File: src/rtl/ecc_tally_pkg.sv
package ecc_tally_pkg;

  localparam int STATUS_W = 8;

  typedef logic [STATUS_W-1:0] status_t;

  typedef enum logic [1:0] {
    CHUNK_CLEAN = 2'd0,
    CHUNK_FIXED = 2'd1,
    CHUNK_BLANK = 2'd2,
    CHUNK_BAD   = 2'd3
  } chunk_kind_e;

  // Sort one status code. The erased marker is tested before the ceiling
  // because it lies above the ceiling but is not a failure.
  function automatic chunk_kind_e kind_of(status_t c, status_t ceil_v,
                                          status_t blank_v, status_t bad_v);
    if (c == '0)                         return CHUNK_CLEAN;
    else if (c == blank_v)               return CHUNK_BLANK;
    else if (c == bad_v || c > ceil_v)   return CHUNK_BAD;
    else                                 return CHUNK_FIXED;
  endfunction

endpackage

File: src/rtl/ecc_code_decode.sv
module ecc_code_decode
  import ecc_tally_pkg::*;
#(
  parameter status_t CEIL    = 8'd40,
  parameter status_t BLANK_C = 8'hFF,
  parameter status_t BAD_C   = 8'hFE
) (
  input  status_t     code,
  output chunk_kind_e kind,
  output status_t     fixed_bits
);

  assign kind       = kind_of(code, CEIL, BLANK_C, BAD_C);
  assign fixed_bits = (kind == CHUNK_FIXED) ? code : '0;

endmodule

File: src/rtl/ecc_tally_acc.sv
module ecc_tally_acc
  import ecc_tally_pkg::*;
#(
  parameter int SUM_W = 16,
  parameter int CNT_W = 8
) (
  input  logic              clk,
  input  logic              rst_n,
  input  logic              start,
  input  logic              fire,
  input  logic              last,
  input  chunk_kind_e       kind,
  input  status_t           fixed_bits,
  output logic              done,
  output logic [SUM_W-1:0]  res_total,
  output status_t           res_max,
  output logic [CNT_W-1:0]  res_bad,
  output logic [CNT_W-1:0]  res_blank,
  output logic              res_fail
);

  localparam int SUM_EXT = SUM_W + 1;

  function automatic logic [SUM_W-1:0] sat_sum(logic [SUM_W-1:0] a, status_t b);
    logic [SUM_W:0] s;
    s = {1'b0, a} + SUM_EXT'(b);
    return s[SUM_W] ? '1 : s[SUM_W-1:0];
  endfunction

  function automatic logic [CNT_W-1:0] sat_inc(logic [CNT_W-1:0] a, logic hit);
    return (hit && a != '1) ? a + 1'b1 : a;
  endfunction

  logic [SUM_W-1:0] run_total, base_total, nxt_total;
  status_t          run_max, base_max, nxt_max;
  logic [CNT_W-1:0] run_bad, base_bad, nxt_bad;
  logic [CNT_W-1:0] run_blank, base_blank, nxt_blank;
  logic             closing;

  always_comb begin
    base_total = start ? '0 : run_total;
    base_max   = start ? '0 : run_max;
    base_bad   = start ? '0 : run_bad;
    base_blank = start ? '0 : run_blank;
    nxt_total  = sat_sum(base_total, fixed_bits);
    nxt_max    = (fixed_bits > base_max) ? fixed_bits : base_max;
    nxt_bad    = sat_inc(base_bad, kind == CHUNK_BAD);
    nxt_blank  = sat_inc(base_blank, kind == CHUNK_BLANK);
  end

  assign closing = fire && last;

  always_ff @(posedge clk) begin
    if (!rst_n) begin
      run_total <= '0;
      run_max   <= '0;
      run_bad   <= '0;
      run_blank <= '0;
    end else if (fire) begin
      run_total <= nxt_total;
      run_max   <= nxt_max;
      run_bad   <= nxt_bad;
      run_blank <= nxt_blank;
    end else if (start) begin
      run_total <= '0;
      run_max   <= '0;
      run_bad   <= '0;
      run_blank <= '0;
    end
  end

  always_ff @(posedge clk) begin
    if (!rst_n) begin
      done      <= 1'b0;
      res_total <= '0;
      res_max   <= '0;
      res_bad   <= '0;
      res_blank <= '0;
      res_fail  <= 1'b0;
    end else begin
      done <= closing;
      if (closing) begin
        res_total <= nxt_total;
        res_max   <= (nxt_bad != '0) ? '0 : nxt_max;
        res_bad   <= nxt_bad;
        res_blank <= nxt_blank;
        res_fail  <= (nxt_bad != '0);
      end
    end
  end

endmodule

File: src/rtl/ecc_page_tally.sv
module ecc_page_tally
  import ecc_tally_pkg::*;
#(
  parameter int      SUM_W   = 16,
  parameter int      CNT_W   = 8,
  parameter status_t CEIL    = 8'd40,
  parameter status_t BLANK_C = 8'hFF,
  parameter status_t BAD_C   = 8'hFE
) (
  input  logic             clk,
  input  logic             rst_n,
  input  logic             page_start,
  input  logic             code_valid,
  input  logic [7:0]       code,
  input  logic             code_last,
  output logic             done,
  output logic [SUM_W-1:0] total_corr,
  output logic [7:0]       max_flips,
  output logic [CNT_W-1:0] fail_cnt,
  output logic [CNT_W-1:0] erased_cnt,
  output logic             page_fail
);

  // Named internal events, exposed for the bound checker.
  chunk_kind_e chunk_kind;
  status_t     chunk_bits;

  ecc_code_decode #(
    .CEIL(CEIL), .BLANK_C(BLANK_C), .BAD_C(BAD_C)
  ) u_decode (
    .code       (code),
    .kind       (chunk_kind),
    .fixed_bits (chunk_bits)
  );

  ecc_tally_acc #(
    .SUM_W(SUM_W), .CNT_W(CNT_W)
  ) u_acc (
    .clk        (clk),
    .rst_n      (rst_n),
    .start      (page_start),
    .fire       (code_valid),
    .last       (code_last),
    .kind       (chunk_kind),
    .fixed_bits (chunk_bits),
    .done       (done),
    .res_total  (total_corr),
    .res_max    (max_flips),
    .res_bad    (fail_cnt),
    .res_blank  (erased_cnt),
    .res_fail   (page_fail)
  );

endmodule

File: config.mk
export PLATFORM = sky130hd
export DESIGN_NAME = ecc_page_tally
export DESIGN_NICKNAME = d
export VERILOG_FILES = /design/src/rtl/ecc_tally_pkg.sv /design/src/rtl/ecc_code_decode.sv /design/src/rtl/ecc_tally_acc.sv /design/src/rtl/ecc_page_tally.sv
export SDC_FILE = /design/constraint.sdc
export NUM_CORES = 1
export LEC_CHECK = 0
export BUFFER_PORTS_ARGS = -buffer_cell sky130_fd_sc_hd__buf_4
export CAP_MARGIN = 10
export CORE_UTILIZATION = 50
export CTS_CLUSTER_SIZE = 12
export DETAILED_ROUTE_END_ITERATION = 8
export PLACE_DENSITY = 0.66
export SYNTH_ARGS = -nofsm -noshare
export SYNTH_HDL_FRONTEND = slang
export SYNTH_SLANG_ARGS = --single-unit
File: constraint.sdc
create_clock -name clk -period 9.5 [get_ports clk]
set_clock_uncertainty 0.05 [all_clocks]
set_input_delay 1.425 -clock clk [delete_from_list [all_inputs] [get_ports clk]]
set_output_delay 1.425 -clock clk [all_outputs]
set_load 0.02 [all_outputs]
Yosys cells after proc, flatten, opt, wreduce, memory -nomap -nowiden
Cells that the tools add are included.

word-level totals
  flip-flop bits (word level) = 82
  input port bits = 13
  word-level logic and storage cells = 45

operators by class
  $add $sub $neg = 3
  order comparisons = 2
  eq/ne operators = 7
  mux-type cells = 17
  reduce and logical (&&, ||, !) cells = 6

operators with widths
  operator                                                        count
  2-to-1 mux 8 bit                                                11
  2-to-1 mux 16 bit                                               3
  adder 16 x 8 -> 17 bit                                          1
  adder 8 x 1 -> 8 bit (second input constant)                    2
  == test 8 bit (second input constant)                           2
  inequality test 8 bit (second input constant)                   2
  greater-than comparator 8 x 6 -> 1 bit (second input constant)  1
  greater-than comparator 8 bit                                   1
  zero test 8 bit                                                 1
  nonzero test 8 bit                                              1
  2-to-1 mux 2 bit                                                3
  == test 2 bit (second input constant)                           2
  logical AND 1 bit                                               3
  == test 2 x 1 -> 1 bit (second input constant)                  1
  logical OR 1 bit                                                1

Depth between registers and ports, before layout
  depth after elaboration = 10
  depth in mapped cells = 15

Cells and area by module
A second synthesis with hierarchy kept.

unflattened totals
  cells, all modules = 553
  area total of the unflattened synthesis = 4,563.1 um2

by module, submodules not included
  module           instances  cells each  area each (um2)  seq. area each (um2)
  ecc_tally_acc    1          532         4,434.3          1,641.6
  ecc_code_decode  1          21          128.9            0.0

Least setup slack after synthesis
Ideal clock, no wire load.

  kind = input port to flip-flop
  from = input code[1]
  to = register u_acc.res_total[10]
  setup time = 0.070 ns
  arrival = 4.343 ns
  data required time = 9.380 ns
  slack = 5.037 ns
  stages on the path = 15
  path buffers = 1
  cells stage by stage = or3_4 -> a31oi_4 -> o41a_2 -> buf_2 -> nand2_1 -> inv_1 -> ha_1 -> inv_1 -> fa_1 -> nor2b_1 -> o21a_1 -> o21ai_1 -> a2111oi_4 -> nor2_1 -> a21oi_1

between the ends
  longest elaborated chain between the ends = 9

RTL lines
  what                                                                     RTL line               source
  start, declared                                                          ecc_page_tally.sv:14   input logic [7:0] code,
  greater-than comparator 8 x 6 -> 1 bit or == test 8 bit (tied branches)  ecc_tally_pkg.sv:20    else if (c == bad_v || c > ceil_v) return CHUNK_BAD;
  logical OR 1 bit                                                         ecc_tally_pkg.sv:20
  2-to-1 mux 2 bit                                                         ecc_tally_pkg.sv:20
  2-to-1 mux 2 bit                                                         ecc_tally_pkg.sv:19    else if (c == blank_v) return CHUNK_BLANK;
  2-to-1 mux 2 bit                                                         ecc_tally_pkg.sv:18    if (c == '0) return CHUNK_CLEAN;
  == test 2 x 1 -> 1 bit                                                   ecc_code_decode.sv:14  assign fixed_bits = (kind == CHUNK_FIXED) ? code : '0;
  2-to-1 mux 8 bit *                                                       ecc_code_decode.sv:14
  adder 16 x 8 -> 17 bit *                                                 ecc_tally_acc.sv:26    s = {1'b0, a} + SUM_EXT'(b);
  2-to-1 mux 16 bit *                                                      ecc_tally_acc.sv:27    return s[SUM_W] ? '1 : s[SUM_W-1:0];
  end signal, assigned                                                     ecc_tally_acc.sv:83    res_total <= nxt_total;
  end, declared                                                            ecc_tally_acc.sv:15    output logic [SUM_W-1:0] res_total,

Mark *: on every way between the ends. The rest lies on a longest branch, timed or not.
A chain may end at the register's enable or synchronous reset.

Worst setup path in the final report
  from = input code[1]
  to = register u_acc.res_total[11]

The elaborated chain is that of the path after synthesis.

==> out/metrics.csv <==
stage,metric,value,unit
finish,share of cells above drive strength 1,16.2,%
cts,# H-tree levels,3,
floorplan,die height,97.7,um
cts,CTS max path bufs,2,
power,Comb pwr share,12.6,%
power,Seq pwr share,47.7,%
setup_path,r2r endpoint,u_acc.res_max[6],
setup_path,Crit-path slowest cell,o41a_2,
timing,"Period Utilization, post-route",49.5,%
cts,post-CTS sizing,0,
power,power density of the placed cells,143,mW/mm2
setup_path,CP max FO,10,
place,GP Congestion,0.872,
detailed_routing,remaining antenna violation count after routing,0,
timing,slew margin rel.,45.3,%
power,Design Power,0.753,mW
synthesis,cell count after synthesis,545,
setup_path,element type at the critical path end,flop,
power,Clock power frac,39.7,%
power,Net Sw Frac,26.6,%
worst_hold_path,hold path cells,1,
synthesis,"Warnings, synthesis",0,
power,internal power,0.553,mW
timing,Fin. Hold Viols,0,
floorplan,full die area,0.00955,mm2
detailed_routing,Met1 Routed Length,5320,um
finish,Area Overhead vs Synth,14.9,%
detailed_routing,Remaining DRCs,8,
cts,"Clk Latency, worst-skew pair",0.35,ns
setup_path,critical path's largest stage delay,0.54,ns
detailed_routing,highest routed layer,met4,
status,status,finished with violations,
finish,Nets,619,
cts,CTS tree,built,
setup_path,critical path type,in -> reg,
detailed_routing,routed via count,4069,
finish,number of fill cells,800,
setup_path,end of the critical path,u_acc.res_total[11],
floorplan,CORE AREA,0.00881,mm2
place,Detail Placement HPWL,7660,um
run,maxcap violations,0,
timing,slew of the pin with the lowest slew margin,0.817,ns
setup_path,Worst Path Required,9.66,ns
synthesis,number of flops mapped to enable cells by yosys,0,
detailed_routing,met3 WL post-DR,386,um
synthesis,"FFs w/ async S/R, synth",0,%
setup_path,reg-to-reg startpoint,u_acc.run_bad[1],
synthesis,"flops & latches, synth",82,
place,PortBufs,54,
synthesis,Syn Area/Cell,8.40,um2
finish,final core occ,59.8,%
finish,"commonest non-fill, non-tap cells in the layout","82 x dfxtp_1, 57 x buf_4, 52 x nor2_1",
setup_path,crit path cell chain,buf_4 -> or3_4 -> o41a_2 -> nand2_1 -> inv_1 -> ha_1 -> inv_1 -> fa_1 -> nor2b_1 -> o21a_1 -> o21ai_1 -> a2111oi_4 -> nor2_1 -> a21oi_1,
synthesis,Synth Flop Type,dfxtp_1,
synthesis,sequential area share after synthesis,35.8,%
detailed_routing,drt pass-1 iters,7,
setup_path,R2R setup slack,6.68,ns
cts,hold buffers post-CTS,0,
timing,final-report setup violation count,0,
floorplan,die width,97.7,um
cts,clk sinks,82,
setup_path,WP data arrival,4.86,ns
worst_hold_path,worst min path class,reg -> reg,
timing,Tmin final,4.70,ns
setup_path,crit start category,input port,
timing,RSZ-0062 raised after global routing,false,
grt,initial antenna violation count,0,
synthesis,post-synth cell types,63,
cts,TritonCTS buffer count,9,
timing,Fmax,0.213,GHz
floorplan,IO Count,55,
detailed_routing,DR iter-0 viols,213,
finish,Non-Filler Instances,700,
setup_path,Most common cell on crit path,inv_1,
setup_path,CP Launch Point,code[1],
cts,Post-CTS Setup Bufs,0,
finish,"most common cell after layout, fill and taps aside",dfxtp_1,
grt,largest net degree at the start of global routing,51,
detailed_routing,average vias per placed instance,5.81,
status,violated checks,DRC,
cts,"Clk pin slew, worst setup/hold paths",0.09,ns
place,placed insts,684,
detailed_routing,drt wl/cell,15.7,um
detailed_routing,WL met2,5110,um
power,Worst IR Drop VDD,0.0875,mV
floorplan,Starting Density,52.0,%
detailed_routing,total wire length,11000,um
timing,TNS Setup,0,ns
power,net switching power,0.200,mW
timing,Max Slew Vio Count,0,
grt,first-pass GRT wire length,18400,um
floorplan,# rows,34,
synthesis,"Cell Area, Synth",0.00458,mm2
grt,Tot GR Track Use,23.6,%
grt,vias in the first global route,3827,
cts,Root Driver,clkbuf_8,
setup_path,Reg2Reg Depth,8,
power,Lkg Pwr,2.05,nW
finish,ANT cells,0,
grt,GR Overflow Total,0,
## critical path, delay by kind of cell
kind                       cells  cell delay, ns
AOI/OAI and AO/OA              5            1.57
adders and majority gates      2            0.44
and+or+nand+nor                4            1.16
buffers and inverters          3            0.26
## sequential cells by signal (all words and copies together) (netlist names)
register,count
u_acc.res_fail,1
u_acc.run_total,16
u_acc.res_blank,8
u_acc.run_max,8
u_acc.res_bad,8
u_acc.res_total,16
u_acc.run_bad,8
u_acc.res_max,8
u_acc.done,1
u_acc.run_blank,8
## logic make-up (layout without fill, tap and decap cells)
kind of cell               Yosys count  after routing  synth area share, %
AOI/OAI and AO/OA                  147            147                 21.7
xor gates and xnor gates            41             41                 7.84
adders and majority gates           19             19                 5.35
buffers and inverters               45             89                 4.10
DFF                                 82             82                 35.8
muxes                               11             11                 2.60
other                                1              4               0.0819
and+or+nand+nor                    199            199                 22.5
## area by class of cell
type                            count  area, um2  area share (%)
Clock inverter                      5       86.3            1.64
Clock buffer                       11        151            2.88
Multi-Input combinational cell    421       2760            52.5
Tap cell                          108        135            2.57
Sequential cell                    82       1640            31.2
Timing Repair Buffer               57        428            8.13
Inverter                           16       60.1            1.14
## stage by stage
step / area (um2) / hold WS [ns] / setup WS [ns]
2_1_floorplan: 4590 / 0.427 / 5.04
6_report: 5270 / 0.430 / 4.80
4_1_cts: 5270 / 0.437 / 4.83
3_3_place_gp: 5030 / 0.408 / 4.61
5_1_grt: 5270 / 0.451 / 4.60
3_5_place_dp: 5030 / 0.407 / 4.46
## worst min-delay path by stage
stage	slack [ns]	startpoint	endpoint
global placement	0.41	u_acc.res_max[3]	u_acc.res_max[3]
global route	0.45	u_acc.res_max[3]	u_acc.res_max[3]
finish	0.43	u_acc.res_max[3]	u_acc.res_max[3]
CTS	0.44	u_acc.res_max[0]	u_acc.res_max[0]
detailed placement	0.41	u_acc.res_max[4]	u_acc.res_max[4]
floorplan	0.43	u_acc.run_max[6]	u_acc.run_max[6]
## power groups by stage
| stage | logic (mW) | clock network, mW | registers [mW] |
|---|---|---|---|
| floorplan | 0.0543 | 0 | 0.377 |
| global placement | 0.0931 | 0 | 0.367 |
| detailed placement | 0.0943 | 0 | 0.367 |
| CTS | 0.0948 | 0.303 | 0.359 |
| global route | 0.104 | 0.318 | 0.361 |
| finish | 0.0947 | 0.299 | 0.359 |
## routing by layer
layer | up-vias | track usage, %
met5 | - | 0
met4 | 0 | 7.93
met3 | 15 | 3.31
met2 | 95 | 39.7
met1 | 1936 | 31.2
li1 | 2023 | -
## Yosys cell counts (2+ instances only)
library cell	n	area (um2)
and2_1	3	18.8
and4b_1	2	20.0
xor2_1	20	175
a31oi_1	8	50.1
o31ai_1	3	22.5
or3_1	5	31.3
nor2b_1	25	156
and3_1	3	18.8
ha_1	18	225
a211oi_1	16	120
clkbuf_1	23	86.3
mux2i_1	4	40.0
o21ai_0	43	215
nand2b_1	17	106
nor3_1	11	55.1
a21o_1	2	15.0
inv_1	16	60.1
a21oi_1	39	195
or2_2	3	18.8
buf_6	2	22.5
nor3_2	3	30.0
o211ai_1	4	30.0
and3b_1	2	17.5
nand3_1	19	95.1
nand4_1	6	37.5
a2111oi_4	2	55.1
xnor2_1	21	184
buf_2	3	15.0
o21a_1	3	22.5
mux2_2	7	78.8
a311oi_1	2	17.5
a211o_1	2	17.5
nor2_1	52	195
dfxtp_1	82	1640
a32o_1	8	80.1
and4_1	2	17.5
nand2_1	38	143
Note: power is estimated with default switching activity, not from simulation.
